## src/rtl/trace_pd_pkg.sv

```systemverilog
package trace_pd_pkg;
    localparam int          ADDR_W      = 8;
    localparam int          DATA_W      = 32;
    localparam logic [31:0] UNLOCK_KEY  = 32'hC5AC_CE55;
    localparam logic [31:0] BANK_BASE   = 32'hA000_0000;

    localparam logic [ADDR_W-1:0] A_LOCK_ACC  = 8'h40;
    localparam logic [ADDR_W-1:0] A_LOCK_STAT = 8'h41;
    localparam logic [ADDR_W-1:0] A_SAVE_RST  = 8'h42;
    localparam logic [ADDR_W-1:0] A_PD_STAT   = 8'h45;

    typedef enum logic [2:0] {
        RG_TRACE,
        RG_LOCK_ACC,
        RG_LOCK_STAT,
        RG_SAVE_RST,
        RG_PD_STAT,
        RG_NONE
    } region_e;

    typedef struct packed {
        logic              valid;
        logic              err;
        logic [DATA_W-1:0] rdata;
    } rsp_t;

    function automatic logic [DATA_W-1:0] bank_default(input int idx);
        return BANK_BASE + DATA_W'(idx);
    endfunction
endpackage

```

## src/rtl/trace_pd_decode.sv

```systemverilog
module trace_pd_decode
    import trace_pd_pkg::*;
#(
    parameter int DEPTH = 4
) (
    input  logic [ADDR_W-1:0] addr,
    output region_e           region
);
    always_comb begin
        if (addr < ADDR_W'(DEPTH)) begin
            region = RG_TRACE;
        end else begin
            unique case (addr)
                A_LOCK_ACC:  region = RG_LOCK_ACC;
                A_LOCK_STAT: region = RG_LOCK_STAT;
                A_SAVE_RST:  region = RG_SAVE_RST;
                A_PD_STAT:   region = RG_PD_STAT;
                default:     region = RG_NONE;
            endcase
        end
    end
endmodule

```

## src/rtl/trace_pd_bank.sv

```systemverilog
module trace_pd_bank
    import trace_pd_pkg::*;
#(
    parameter int DEPTH = 4,
    parameter int IDX_W = 2
) (
    input  logic                         clk,
    input  logic                         rst_n,
    input  logic                         load_defaults,
    input  logic                         wr_en,
    input  logic [IDX_W-1:0]             wr_idx,
    input  logic [DATA_W-1:0]            wr_data,
    output logic [DEPTH-1:0][DATA_W-1:0] regs
);
    for (genvar i = 0; i < DEPTH; i++) begin : g_reg
        logic [DATA_W-1:0] val_d, val_q;

        always_comb begin
            val_d = val_q;
            if (load_defaults) begin
                val_d = bank_default(i);
            end else if (wr_en && (wr_idx == IDX_W'(i))) begin
                val_d = wr_data;
            end
        end

        always_ff @(posedge clk or negedge rst_n) begin
            if (!rst_n) begin
                val_q <= bank_default(i);
            end else begin
                val_q <= val_d;
            end
        end

        assign regs[i] = val_q;
    end
endmodule

```

## src/rtl/trace_pd_lock.sv

```systemverilog
module trace_pd_lock #(
    parameter bit FULL_PD = 1'b1,
    parameter int PTR_W   = 3,
    parameter int PTR_MAX = 5
) (
    input  logic             clk,
    input  logic             rst_n,
    input  logic             key_wr,
    input  logic             key_ok,
    input  logic             pd_rd,
    input  logic             pwr_evt,
    input  logic             sr_step,
    output logic             lock_q,
    output logic             sticky_q,
    output logic [PTR_W-1:0] ptr_q
);
    typedef struct packed {
        logic             lock;
        logic             sticky;
        logic [PTR_W-1:0] ptr;
    } st_t;

    st_t st_d, st_q;

    always_comb begin
        st_d = st_q;
        if (FULL_PD) begin
            if (key_wr) begin
                st_d.lock = key_ok;
            end
            if (key_wr && key_ok) begin
                st_d.ptr = '0;
            end else if (sr_step && (st_q.ptr != PTR_W'(PTR_MAX))) begin
                st_d.ptr = st_q.ptr + 1'b1;
            end
            if (pwr_evt) begin
                st_d.sticky = 1'b1;
            end else if (pd_rd) begin
                st_d.sticky = 1'b0;
            end
        end else begin
            st_d = '0;
        end
    end

    always_ff @(posedge clk or negedge rst_n) begin
        if (!rst_n) begin
            st_q.lock   <= 1'b0;
            st_q.sticky <= FULL_PD;
            st_q.ptr    <= '0;
        end else begin
            st_q <= st_d;
        end
    end

    assign lock_q   = st_q.lock;
    assign sticky_q = st_q.sticky;
    assign ptr_q    = st_q.ptr;
endmodule

```

## src/rtl/trace_pd_gate.sv

```systemverilog
module trace_pd_gate
    import trace_pd_pkg::*;
#(
    parameter bit FULL_PD = 1'b1,
    parameter int DEPTH   = 4
) (
    input  logic              clk,
    input  logic              rst_n,
    input  logic              req_valid,
    input  logic              req_write,
    input  logic [7:0]        req_addr,
    input  logic [31:0]       req_wdata,
    input  logic              pwr_evt,
    output logic              rsp_valid,
    output logic              rsp_err,
    output logic [31:0]       rsp_rdata
);
    localparam int IDX_W   = (DEPTH > 1) ? $clog2(DEPTH) : 1;
    localparam int PTR_MAX = DEPTH + 1;
    localparam int PTR_W   = $clog2(PTR_MAX + 1);

    region_e                      region;
    logic                         lock_state;
    logic                         sticky_state;
    logic [PTR_W-1:0]             sr_ptr;
    logic [DEPTH-1:0][DATA_W-1:0] bank_regs;

    logic              key_wr, pd_rd, sr_step;
    logic              bank_we;
    logic [IDX_W-1:0]  bank_widx;
    logic [IDX_W-1:0]  trace_idx;
    logic [IDX_W-1:0]  sr_idx;
    logic              sr_in_bank;
    logic              trace_blocked;
    logic              sr_open;
    rsp_t              rsp_d, rsp_q;

    trace_pd_decode #(.DEPTH(DEPTH)) u_dec (
        .addr   (req_addr),
        .region (region)
    );

    trace_pd_lock #(.FULL_PD(FULL_PD), .PTR_W(PTR_W), .PTR_MAX(PTR_MAX)) u_lock (
        .clk      (clk),
        .rst_n    (rst_n),
        .key_wr   (key_wr),
        .key_ok   (req_wdata == UNLOCK_KEY),
        .pd_rd    (pd_rd),
        .pwr_evt  (pwr_evt),
        .sr_step  (sr_step),
        .lock_q   (lock_state),
        .sticky_q (sticky_state),
        .ptr_q    (sr_ptr)
    );

    trace_pd_bank #(.DEPTH(DEPTH), .IDX_W(IDX_W)) u_bank (
        .clk           (clk),
        .rst_n         (rst_n),
        .load_defaults (pwr_evt),
        .wr_en         (bank_we),
        .wr_idx        (bank_widx),
        .wr_data       (req_wdata),
        .regs          (bank_regs)
    );

    assign trace_idx     = req_addr[IDX_W-1:0];
    assign sr_in_bank    = (sr_ptr != '0) && (sr_ptr <= PTR_W'(DEPTH));
    assign sr_idx        = IDX_W'(sr_ptr - 1'b1);
    assign trace_blocked = FULL_PD && (lock_state || sticky_state);
    assign sr_open       = FULL_PD && lock_state;

    always_comb begin
        rsp_d       = '0;
        rsp_d.valid = req_valid;
        key_wr      = 1'b0;
        pd_rd       = 1'b0;
        sr_step     = 1'b0;
        bank_we     = 1'b0;
        bank_widx   = trace_idx;
        if (req_valid) begin
            unique case (region)
                RG_TRACE: begin
                    if (trace_blocked) begin
                        rsp_d.err = 1'b1;
                    end else if (req_write) begin
                        bank_we = 1'b1;
                    end else begin
                        rsp_d.rdata = bank_regs[trace_idx];
                    end
                end
                RG_LOCK_ACC: begin
                    key_wr = FULL_PD && req_write;
                end
                RG_LOCK_STAT: begin
                    if (FULL_PD && !req_write) begin
                        rsp_d.rdata = {28'd0, 1'b0, 1'b0, lock_state, 1'b1};
                    end
                end
                RG_SAVE_RST: begin
                    if (!sr_open) begin
                        rsp_d.err = 1'b1;
                    end else begin
                        sr_step = 1'b1;
                        if (req_write) begin
                            bank_we   = sr_in_bank;
                            bank_widx = sr_idx;
                        end else if (sr_ptr == '0) begin
                            rsp_d.rdata = DATA_W'(DEPTH);
                        end else if (sr_in_bank) begin
                            rsp_d.rdata = bank_regs[sr_idx];
                        end
                    end
                end
                RG_PD_STAT: begin
                    if (!req_write) begin
                        pd_rd       = 1'b1;
                        rsp_d.rdata = {30'd0, sticky_state, 1'b1};
                    end
                end
                default: begin
                    rsp_d.rdata = '0;
                end
            endcase
        end
    end

    always_ff @(posedge clk or negedge rst_n) begin
        if (!rst_n) begin
            rsp_q <= '0;
        end else begin
            rsp_q <= rsp_d;
        end
    end

    assign rsp_valid = rsp_q.valid;
    assign rsp_err   = rsp_q.err;
    assign rsp_rdata = rsp_q.rdata;
endmodule

```

## config.mk

```make
export PLATFORM = sky130hd
export DESIGN_NAME = trace_pd_gate
export DESIGN_NICKNAME = d
export VERILOG_FILES = /design/src/rtl/trace_pd_pkg.sv /design/src/rtl/trace_pd_decode.sv /design/src/rtl/trace_pd_bank.sv /design/src/rtl/trace_pd_lock.sv /design/src/rtl/trace_pd_gate.sv
export SDC_FILE = /design/constraint.sdc
export NUM_CORES = 1
export LEC_CHECK = 0
export BUFFER_PORTS_ARGS = -buffer_cell sky130_fd_sc_hd__buf_2
export CAP_MARGIN = 25
export CORE_MARGIN = 4
export CORE_UTILIZATION = 37
export DETAILED_ROUTE_END_ITERATION = 6
export SYNTH_ARGS = -nofsm -noshare
export SYNTH_HDL_FRONTEND = slang
export SYNTH_HIERARCHICAL = 1
export SYNTH_SLANG_ARGS = --single-unit
```

## constraint.sdc

```tcl
create_clock -name clk -period 6.3 [get_ports clk]
set_input_delay 0.315 -clock clk [delete_from_list [all_inputs] [get_ports clk]]
set_output_delay 0.315 -clock clk [all_outputs]
set_load 0.02 [all_outputs]
```

==> results.tsv <==
stage	metric	value	unit
timing	Setup TNS Final	0	ns
yosys	Post-synth EDFFs	0	
yosys	Cell Area, Synth	9180	µm²
clock_network	Root Buffer	clkbuf_16	
clock_network	postcts setup bufs	0	
outcome	outcome	finished, final reports clean	
floorplanning	Core Region	24400	µm²
cells_and_area	Final Instance Area	10500	µm²
critical_path	Crit. Startpoint	req_addr[1]	
yosys	FFs w/ async S/R, synth	100	%
route	final wirelength	22400	µm
grt	Overflow after GRT	0	
floorplanning	Rows	57	
timing	skew final	0.00707	ns
floorplanning	IO Count	79	
critical_path	FF-to-FF Start	u_lock/lock_q	
timing	setup violators final	0	
cells_and_area	Util after Layout	42.9	%
flow_run	Max Cap Viol	0	
clock_network	Max clock buf depth	2	
yosys	Synth Instances	730	
route	First-pass DRT Iterations	4	
cells_and_area	layout cells sized above 1	27.4	%
yosys	count of cell types in the netlist	43	
grt	vias in the first global route	6195	
timing	Final Hold Viols	0	
timing	Slew Limit Headroom	30.9	%
route	DR iter-0 viols	352	
timing	RSZ-0062 raised after global routing	no	
clock_network	clock slew at reported path FFs	0.07	ns
cells_and_area	Nets	833	
clock_network	CTS sink count	167	
route	number of remaining DRC errors	0	
timing	Min Clock Period, post-route	4.07	ns
clock_network	CTS tree	done	
floorplanning	die width	166	µm
critical_path	Critical Path Start Type	input pin	
yosys	synth top area cells	dfrtp_1 42%, mux4_2 15%, mux2i_1 14%	
pwr	Lkg Pwr	4.88	nW
critical_path	CP Capture Type	register	
placed_design	port bufs	78	
yosys	Syn Nets	779	
placed_design	hpwl dp	13600	µm
floorplanning	Initial Utilization	37.6	%
yosys	Syn. warnings	6	
cells_and_area	area grow syn2layout	14.1	%
worst_hold_path	Min-Delay Startpoint	req_valid	
critical_path	Arr. time, crit path	4.37	ns
critical_path	critical path class	input pin to register	
clock_network	Clock Latency Late Sink	0.43	ns
timing	Tightest Pin Transition	1.03	ns
pwr	power density over the cells	220	nW/µm²
clock_network	TritonCTS Buffers	17	
cells_and_area	final std cells w/o fill	1121	
floorplanning	Die ar.	27400	µm²
grt	largest net degree at the start of global routing	97	
grt	GR Util All Layers	17.2	%
clock_network	post-CTS sizing	0	
timing	fin crit share	64.6	%
critical_path	Max FO, Critical Path	26	
clock_network	H-tree depth	4	
grt	first-pass GRT wire length	36400	µm
pwr	Total Power	2.30	mW
route	Vias	5995	
yosys	Synth area leader	dfrtp_1	
route	vias per inst	5.35	
timing	fmax	246	MHz
placed_design	GP Congestion	0.753	
cells_and_area	Inserted Diodes	0	
route	WL per Instance	20.0	µm
yosys	Synth Register Bits	167	
placed_design	post-placement cell count	1088	
placed_design	Cell Area, Placed	9840	µm²
critical_path	Crit path required time	6.60	ns
floorplanning	Die H	166	µm
clock_network	CTS Hold Buffers Added	1	
pwr	worst-case vdd ir drop	0.000153	V
grt	initial antenna violation count	0	
yosys	sequential share of the synthesized area	45.7	%
timing	Max Slew Vio Count	0	
yosys	Syn Area/Cell	12.6	µm²
yosys	share of the synthesized area in the top cell type	42.0	%
yosys	Top FF cell, synth	dfrtp_1	
route	post-route ant nets	0	
worst_hold_path	Min-Delay Path Class	input pin to register	
==> cells in the mapped netlist (all sizes together), types with 2 or more instances <==
library cell  number
dfrtp            154
nand2b           150
mux2i            130
mux4              63
nor2              51
a22oi             31
buf               30
clkbuf            30
dfstp             13
nand2             10
a21oi              7
nand3b             6
inv                5
nand3              5
nor4bb             5
o21ai              5
ha                 4
a21boi             3
and4b              3
mux2               3
nor3               3
nor4               3
o22ai              3
and3b              2
nand4              2
xor2               2
==> area by class of cell <==
type,instances,area [µm²]
Clock buffer,17,425
Clock inverter,15,194
Fill cell,2321,13900
Inverter,5,18.8
Multi-Input combinational cell,498,4660
Sequential cell,167,4200
Tap cell,324,405
Timing Repair Buffer,95,569
==> power breakdown <==
| group | switching [mW] | internal (mW) | total (mW) |
|---|---|---|---|
| Clock | 0.475 | 0.635 | 1.11 |
| Combinational | 0.0784 | 0.0429 | 0.121 |
| Sequential | 0.0000947 | 1.07 | 1.07 |
| Total | 0.553 | 1.75 | 2.30 |
==> critical path: stages <==
cell	delay (ns)
buf_2	0.35
and3b_1	0.23
o21ai_0	0.66
nand3_1	0.33
or2_2	0.40
o21ai_0	0.52
nand3_2	0.93
buf_4	0.50
mux2i_1	0.14
==> cells by family (layout without fill, tap and decap cells) <==
kind of cell	Yosys count	in the layout	synth area share, %
adders and majority gates	4	4	0.545
AOI/OAI and AO/OA	51	51	3.98
and+or+nand+nor	245	245	15.9
xor gates and xnor gates	2	2	0.191
DFF	167	167	45.7
muxes	196	196	30.0
buffers and inverters	65	132	3.68
==> placed cells by master, fill, tap and decap left out, types with 13 or more instances in the layout <==
cell | netlist | final
dfrtp_1 | 154 | 153
nand2b_1 | 150 | 150
mux2i_1 | 130 | 130
buf_2 | 21 | 76
mux4_2 | 63 | 63
nor2_1 | 50 | 50
a22oi_1 | 30 | 30
clkbuf_16 | 0 | 17
buf_4 | 3 | 14
dfstp_2 | 13 | 13
==> state kept, by name (all words and copies together), names as in the netlist <==
name,flops
u_bank/g.val_q,128
rsp_rdata,32
u_lock/ptr_q,3
rsp_err,1
rsp_valid,1
u_lock/lock_q,1
u_lock/sticky_q,1
==> path summary, 6_finish.rpt <==
check / endpoint / slack [ns] / cells past startpoint
worst max-delay path: u_bank/g_reg[3].val_q[6] / 2.23 / 9
worst min-delay path: rsp_valid / 0.07 / 1
worst max register to register: u_bank/g_reg[3].val_q[6] / 3.02 / 6
worst min register to register: u_bank/g_reg[0].val_q[29] / 0.52 / 2
max in group asynchronous: u_bank/g_reg[0].val_q[28] / 4.63 / 3
min in group asynchronous: rsp_rdata[3] / 0.48 / 2
==> routing by layer <==
| layer | GRT usage, % | wire, µm | vias up |
|---|---|---|---|
| li1 | - | - | 2748 |
| met1 | 25.4 | 10900 | 3112 |
| met2 | 26.9 | 10500 | 118 |
| met3 | 3.05 | 838 | 17 |
| met4 | 3.52 | 187 | 0 |
| met5 | 0 | 0 | - |
==> stage by stage <==
stage / hold WS (ns) / setup WS (ns)
global route: 0.0505 / 1.84
CTS: 0.0486 / 2.25
floorplan: 0.0194 / 3.38
finish: 0.0683 / 2.23
detailed placement: 0.391 / 1.78
global placement: 0.396 / 1.93
(Power assumes the default switching activity.)
